$ cat config.mk
export PLATFORM = sky130hd
export DESIGN_NAME = pktbuf_arbiter
export DESIGN_NICKNAME = d
export VERILOG_FILES = /design/src/rtl/pktbuf_arbiter.sv
export SDC_FILE = /design/constraint.sdc
export NUM_CORES = 1
export LEC_CHECK = 0
export ABC_AREA = 1
export BUFFER_PORTS_ARGS = -buffer_cell sky130_fd_sc_hd__buf_4
export CAP_MARGIN = 20
export CORE_MARGIN = 2
export CORE_UTILIZATION = 35
export CTS_BUF_LIST = sky130_fd_sc_hd__clkbuf_4
export CTS_CLUSTER_SIZE = 40
export DETAILED_ROUTE_END_ITERATION = 6
export GPL_TIMING_DRIVEN = 0
export HOLD_SLACK_MARGIN = 0.03
export SYNTH_ARGS = -nofsm -noshare
export SYNTH_HDL_FRONTEND = slang
export SYNTH_SLANG_ARGS = --single-unit
$ cat constraint.sdc
create_clock -name clk -period 3.35 [get_ports clk]
set_input_delay 0 -clock clk [delete_from_list [all_inputs] [get_ports clk]]
set_output_delay 0 -clock clk [all_outputs]
set_load 0.005 [all_outputs]
$ cat src/rtl/pktbuf_arbiter.sv
module pktbuf_arbiter #(
  parameter int DW    = 16,
  parameter int AW    = 10,
  parameter int FD    = 4,
  parameter int HIWAT = 3
) (
  input  logic          clk,
  input  logic          rst_n,
  input  logic [AW-1:0] rx_lo,
  input  logic [AW-1:0] rx_hi,
  input  logic [AW-1:0] tx_lo,
  input  logic [AW-1:0] tx_hi,
  input  logic          rx_load,
  input  logic [AW-1:0] rx_start,
  input  logic          rx_valid,
  input  logic [DW-1:0] rx_data,
  output logic          rx_ready,
  input  logic          tx_load,
  input  logic [AW-1:0] tx_start,
  input  logic [AW:0]   tx_len,
  output logic          tx_valid,
  output logic [DW-1:0] tx_data,
  input  logic          tx_ready,
  input  logic          host_load,
  input  logic          host_dir,
  input  logic [AW-1:0] host_start,
  input  logic [AW:0]   host_len,
  input  logic          host_wvalid,
  input  logic [DW-1:0] host_wdata,
  output logic          host_wready,
  output logic          host_rvalid,
  output logic [DW-1:0] host_rdata,
  input  logic          host_rready,
  output logic          mem_en,
  output logic          mem_we,
  output logic [AW-1:0] mem_addr,
  output logic [DW-1:0] mem_wdata,
  input  logic [DW-1:0] mem_rdata
);
  localparam int FAW = $clog2(FD);
  localparam int CW  = FAW + 1;

  logic [DW-1:0]  fq [3][FD];
  logic [FAW-1:0] wp [3];
  logic [FAW-1:0] rp [3];
  logic [CW-1:0]  cnt [3];
  logic [DW-1:0]  din [3];
  logic [DW-1:0]  head [3];
  logic [2:0]     push, pop, flush, req, gnt, full, empty;
  logic [AW-1:0]  rx_ptr, hs_ptr, tx_ptr;
  logic [AW:0]    hs_left, tx_left;
  logic           hs_dir, rt_h, rt_t, urgent;
  logic [1:0]     last;

  function automatic logic [AW-1:0] step(input logic [AW-1:0] p, lo, hi);
    return (p == hi) ? lo : p + 1'b1;
  endfunction

  for (genvar i = 0; i < 3; i++) begin : g_st
    assign full[i]  = (cnt[i] == CW'(FD));
    assign empty[i] = (cnt[i] == '0);
    assign head[i]  = fq[i][rp[i]];
  end

  assign flush  = {tx_load, host_load, rx_load};
  assign req[0] = !empty[0] && !rx_load;
  assign req[1] = !host_load && (hs_dir ? !empty[1]
                  : (hs_left != '0 && (32'(cnt[1]) + 32'(rt_h)) < FD));
  assign req[2] = !tx_load && tx_left != '0 && (32'(cnt[2]) + 32'(rt_t)) < FD;
  assign urgent = req[0] && 32'(cnt[0]) >= HIWAT;

  always_comb begin
    int j;
    j   = 0;
    gnt = '0;
    if (urgent) gnt = 3'b001;
    else
      for (int k = 1; k <= 3; k++) begin
        j = (int'(last) + k) % 3;
        if (gnt == '0 && req[j]) gnt[j] = 1'b1;
      end
  end

  assign push[0] = rx_valid && !full[0];
  assign push[1] = hs_dir ? (host_wvalid && !full[1]) : rt_h;
  assign push[2] = rt_t;
  assign pop[0]  = gnt[0];
  assign pop[1]  = hs_dir ? gnt[1] : (host_rready && !empty[1]);
  assign pop[2]  = tx_ready && !empty[2];
  assign din[0]  = rx_data;
  assign din[1]  = hs_dir ? host_wdata : mem_rdata;
  assign din[2]  = mem_rdata;

  always_ff @(posedge clk)
    for (int i = 0; i < 3; i++)
      if (push[i] && !flush[i]) fq[i][wp[i]] <= din[i];

  always_ff @(posedge clk or negedge rst_n)
    if (!rst_n) begin
      for (int i = 0; i < 3; i++) begin
        wp[i]  <= '0;
        rp[i]  <= '0;
        cnt[i] <= '0;
      end
    end else begin
      for (int i = 0; i < 3; i++) begin
        if (flush[i]) begin
          wp[i]  <= '0;
          rp[i]  <= '0;
          cnt[i] <= '0;
        end else begin
          if (push[i]) wp[i] <= wp[i] + 1'b1;
          if (pop[i])  rp[i] <= rp[i] + 1'b1;
          cnt[i] <= cnt[i] + CW'(push[i]) - CW'(pop[i]);
        end
      end
    end

  always_ff @(posedge clk or negedge rst_n)
    if (!rst_n) begin
      rx_ptr  <= '0;
      hs_ptr  <= '0;
      tx_ptr  <= '0;
      hs_left <= '0;
      tx_left <= '0;
      hs_dir  <= 1'b0;
      rt_h    <= 1'b0;
      rt_t    <= 1'b0;
      last    <= '0;
    end else begin
      rt_h <= gnt[1] && !hs_dir;
      rt_t <= gnt[2];
      if (gnt != '0 && !urgent) last <= gnt[1] ? 2'd1 : (gnt[2] ? 2'd2 : 2'd0);

      if (rx_load)     rx_ptr <= rx_start;
      else if (gnt[0]) rx_ptr <= step(rx_ptr, rx_lo, rx_hi);

      if (host_load) begin
        hs_ptr  <= host_start;
        hs_left <= host_len;
        hs_dir  <= host_dir;
      end else if (gnt[1]) begin
        hs_ptr <= hs_dir ? step(hs_ptr, tx_lo, tx_hi) : step(hs_ptr, rx_lo, rx_hi);
        if (!hs_dir) hs_left <= hs_left - 1'b1;
      end

      if (tx_load) begin
        tx_ptr  <= tx_start;
        tx_left <= tx_len;
      end else if (gnt[2]) begin
        tx_ptr  <= step(tx_ptr, tx_lo, tx_hi);
        tx_left <= tx_left - 1'b1;
      end
    end

  assign rx_ready    = !full[0];
  assign tx_valid    = !empty[2];
  assign tx_data     = head[2];
  assign host_wready = hs_dir && !full[1];
  assign host_rvalid = !hs_dir && !empty[1];
  assign host_rdata  = head[1];
  assign mem_en      = gnt != '0;
  assign mem_we      = gnt[0] || (gnt[1] && hs_dir);
  assign mem_addr    = gnt[0] ? rx_ptr : (gnt[1] ? hs_ptr : tx_ptr);
  assign mem_wdata   = gnt[0] ? head[0] : head[1];
endmodule

==> results_dict.tcl <==
set metrics [dict create \
    outcome "finished with violations" \
    violations "setup timing" \
    grtUsageTotal_pct 22.8 \
    final_max_slew_viol_count 0 \
    async_flop_share_pct 28.9 \
    portBuffers 211 \
    place_ws_ns -0.203 \
    end_kind "primary output" \
    timing.fmax_mhz 295 \
    clock-sinks 270 \
    synth_most_common_cell "nand2_1" \
    grt_pass1_vias 13660 \
    fp.dieW_um 205 \
    period_needed_ns 3.39 \
    synth-seq-area-share_pct 54.6 \
    cts_tree "done" \
    synth_commonest_cells "nand2_1, edfxtp_1, nor2_1, o21ai_0, inv_1" \
    clockPowerShare_pct 17.0 \
    route.detailed.drc 0 \
    maxCapViolations 0 \
    place_area_sq_um 16500 \
    power_density_nw_per_um2 846 \
    totalPowerFinal_mw 17.9 \
    root_buffer "clkbuf_4" \
    p_sw_mw 7.37 \
    startpoint_type "flip-flop" \
    avgSynthCellArea_sq_um 9.35 \
    p_leak_nw 8.87 \
    synth_fp_nets 1694 \
    power_frac_seq_pct 25.9 \
    first_pass_iters 5 \
    holdWs_ns 0.0159 \
    grt_use_met3_pct 4.88 \
    gp_congestion 0.923 \
    drt_iter0_drc 955 \
    cp.arrival_ns 3.39 \
    synth_edf_count 192 \
    viasPerCell 5.03 \
    dp.cells 2253 \
    fillers 3640 \
    path_max_fanout 6 \
    hold_viol_final 0 \
    hp-class "primary input to flip-flop" \
    post-dp-hpwl_um 32500 \
    synthTopCellsByArea "edfxtp_1, dfrtp_1, nand2_1" \
    rows 73 \
    p_comb_share_pct 57.1 \
    die_h_um 205 \
    drive_gt1_share_pct 26.0 \
    grt_antenna_before_repair 3 \
    worst_pin_slew_ns 0.974 \
    wl_um 48900 \
    htreeDepth 3 \
    critPathKind "flip-flop to primary output" \
    syn-cell-area_sq_um 14100 \
    required_ns 3.35 \
    final_cells 2701 \
    ir_drop_v 0.000612 \
    grt_max_degree 79 \
    yosys.area.top_type "edfxtp_1" \
    wl_per_cell_um 18.1 \
    rsz0062_at_grt "true" \
    worst_slack_ns -0.0393 \
    timing.final.crit_share_pct 101 \
    ys_warn_count 0 \
    p_int_mw 10.5 \
    clk_pin_slew_worst_paths_ns 0.06 \
    synthToLayoutAreaGrowth_pct 49.6 \
    dieArea_sq_um 42000 \
    cts_buffer_depth 3 \
    ant_nets 0 \
    synth.top_cell.area_share_pct 40.8 \
    core_area_sq_um 39800 \
    ys_types 46 \
    fin_area_sq_um 21200 \
    clk_latency_ns 0.77 \
    via_count 13582 \
    synth-seq-cells 270 \
    relSlewSlack_pct 35.0 \
    final_net_count 2302 \
    grt-busiest-layer "met2" \
    grt_overflow_total 0 \
    fin_skew_ns 0.0598 \
    grt_pass1_wl_um 73400 \
    met1_usage_pct 28.3 \
    grt_util_met2_pct 39.4 \
    pin_count 214 \
    start_util_pct 35.5 \
    p_sw_share_pct 41.2 \
    synth_ff_type "edfxtp_1" \
    setup_viol 3 \
    cts_made_buffers 76 \
    synthCells 1511 \
]
per-stage QoR:
step | util [%] | setup TNS, ns
4_1_cts | 51.3 | 0
3_5_place_dp | 41.4 | -0.420
6_report | 53.1 | -0.0695
5_1_grt | 53.1 | -4.35
2_1_floorplan | - | 0
3_3_place_gp | 41.1 | -9.08
state kept, by name (all words and copies together), names as in the netlist, 2 cells and up:
name,count
tx_ptr,10
tx_left,11
rx_ptr,10
rp,6
hs_ptr,10
hs_left,11
fq,192
last,2
cnt,9
wp,6
logic make-up after synthesis:
group                    count (synthesis)  share of synthesized area [%]
AND/OR/NAND/NOR                        635                           19.7
AO/OA/AOI/OAI                          317                           13.4
flip-flops                             270                           54.6
buffers and inverters                  209                           6.33
XOR/XNOR                                47                           2.91
adder cells (fa/ha/maj)                 33                           3.08
placed cells by master, fill, tap and decap left out, drive strengths merged:
| master | n |
|---|---|
| a21oi | 58 |
| xor2 | 31 |
| xnor2 | 16 |
| nor3 | 17 |
| nand3 | 69 |
| or2 | 3 |
| nand2 | 347 |
| ha | 30 |
| o21ai | 166 |
| inv | 137 |
| dfrtp | 78 |
| nor2 | 176 |
| edfxtp | 192 |
| dlymetal6s4s | 2 |
| diode | 3 |
| clkbuf | 164 |
| clkinvlp | 5 |
| buf | 281 |
| a31oi | 16 |
| o211ai | 9 |
| dlygate4sd3 | 271 |
| o22ai | 47 |
| fa | 3 |
| nand4 | 17 |
| a32o | 16 |
| clkinv | 11 |
| o31ai | 5 |
| nor4 | 4 |
| nand3b | 2 |
per-layer routing:
metal | part of all wire (%) | wire length (um)
met1 | 41 | 19900
met3 | 7.6 | 3700
met5 | 0 | 0
met2 | 49 | 24100
met4 | 2.5 | 1220
what timing repair did:
action	in CTS	in global routing
pin swaps	8	31
buffers inserted	9	26
resized for setup	45	120
hold endpoints to repair	349	5
endpoints found under the setup margin	32	55
hold buffers	271	6
gates cloned	1	4
power groups by stage:
stage / Clock [mW] / Sequential [mW] / Combinational [mW]
floorplan: 0 / 4.51 / 4.43
global placement: 0 / 4.62 / 7.18
detailed placement: 0 / 4.64 / 7.31
CTS: 3.10 / 4.57 / 8.45
global route: 3.28 / 4.70 / 11.0
finish: 3.04 / 4.63 / 10.2
worst max-delay path, cell delays in order (launching register included):
cell and delay (ns):
dfrtp_1 0.40, inv_2 0.12, nand2_1 0.11, nor2_2 0.23
nand3b_4 0.12, nand2_4 0.11, nand2_4 0.09, nand2_4 0.10
nand2_4 0.05, nand2_2 0.05, nor2_2 0.04, nand3_1 0.09
nand2_2 0.08, nor2_4 0.12, nand2_2 0.07, nand2_4 0.11
nand2_8 0.09, buf_6 0.16, nand2_1 0.08, nand2_2 0.06
o22ai_2 0.17, buf_4 0.16
worst paths after layout:
path                                         from               endpoint  slack [ns]  cells after the start
min                                      tx_hi[4]  hs_ptr[3]$_DFFE_PN0P_        0.02                      8
min reg2reg                     rp[5]$_DFFE_PN0P_      rp[5]$_DFFE_PN0P_        0.51                      2
max reg2reg                hs_left[6]$_DFFE_PN0P_       cnt[4]$_DFF_PN0_        0.02                     24
max in group asynchronous                   rst_n      rp[0]$_DFFE_PN0P_        2.55                      4
min in group asynchronous                   rst_n  hs_ptr[5]$_DFFE_PN0P_        0.34                      4
max                        hs_left[6]$_DFFE_PN0P_            mem_addr[2]       -0.04                     21
cell type report:
type                       count  area [sq um]  area share [%]
clock buffer                 118           886            4.19
sequential                   270          7720            36.5
buffer                        70           449            2.12
clock inverter                14          70.1           0.331
antenna                        3          7.51          0.0355
tap                          525           657            3.11
inverter                     138           534            2.53
timing repair inverter         1          7.51          0.0355
multi-input combinational   1032          5980            28.3
timing repair buffer         530          4840            22.9
No activity file was read; power rests on OpenSTA's default activity.
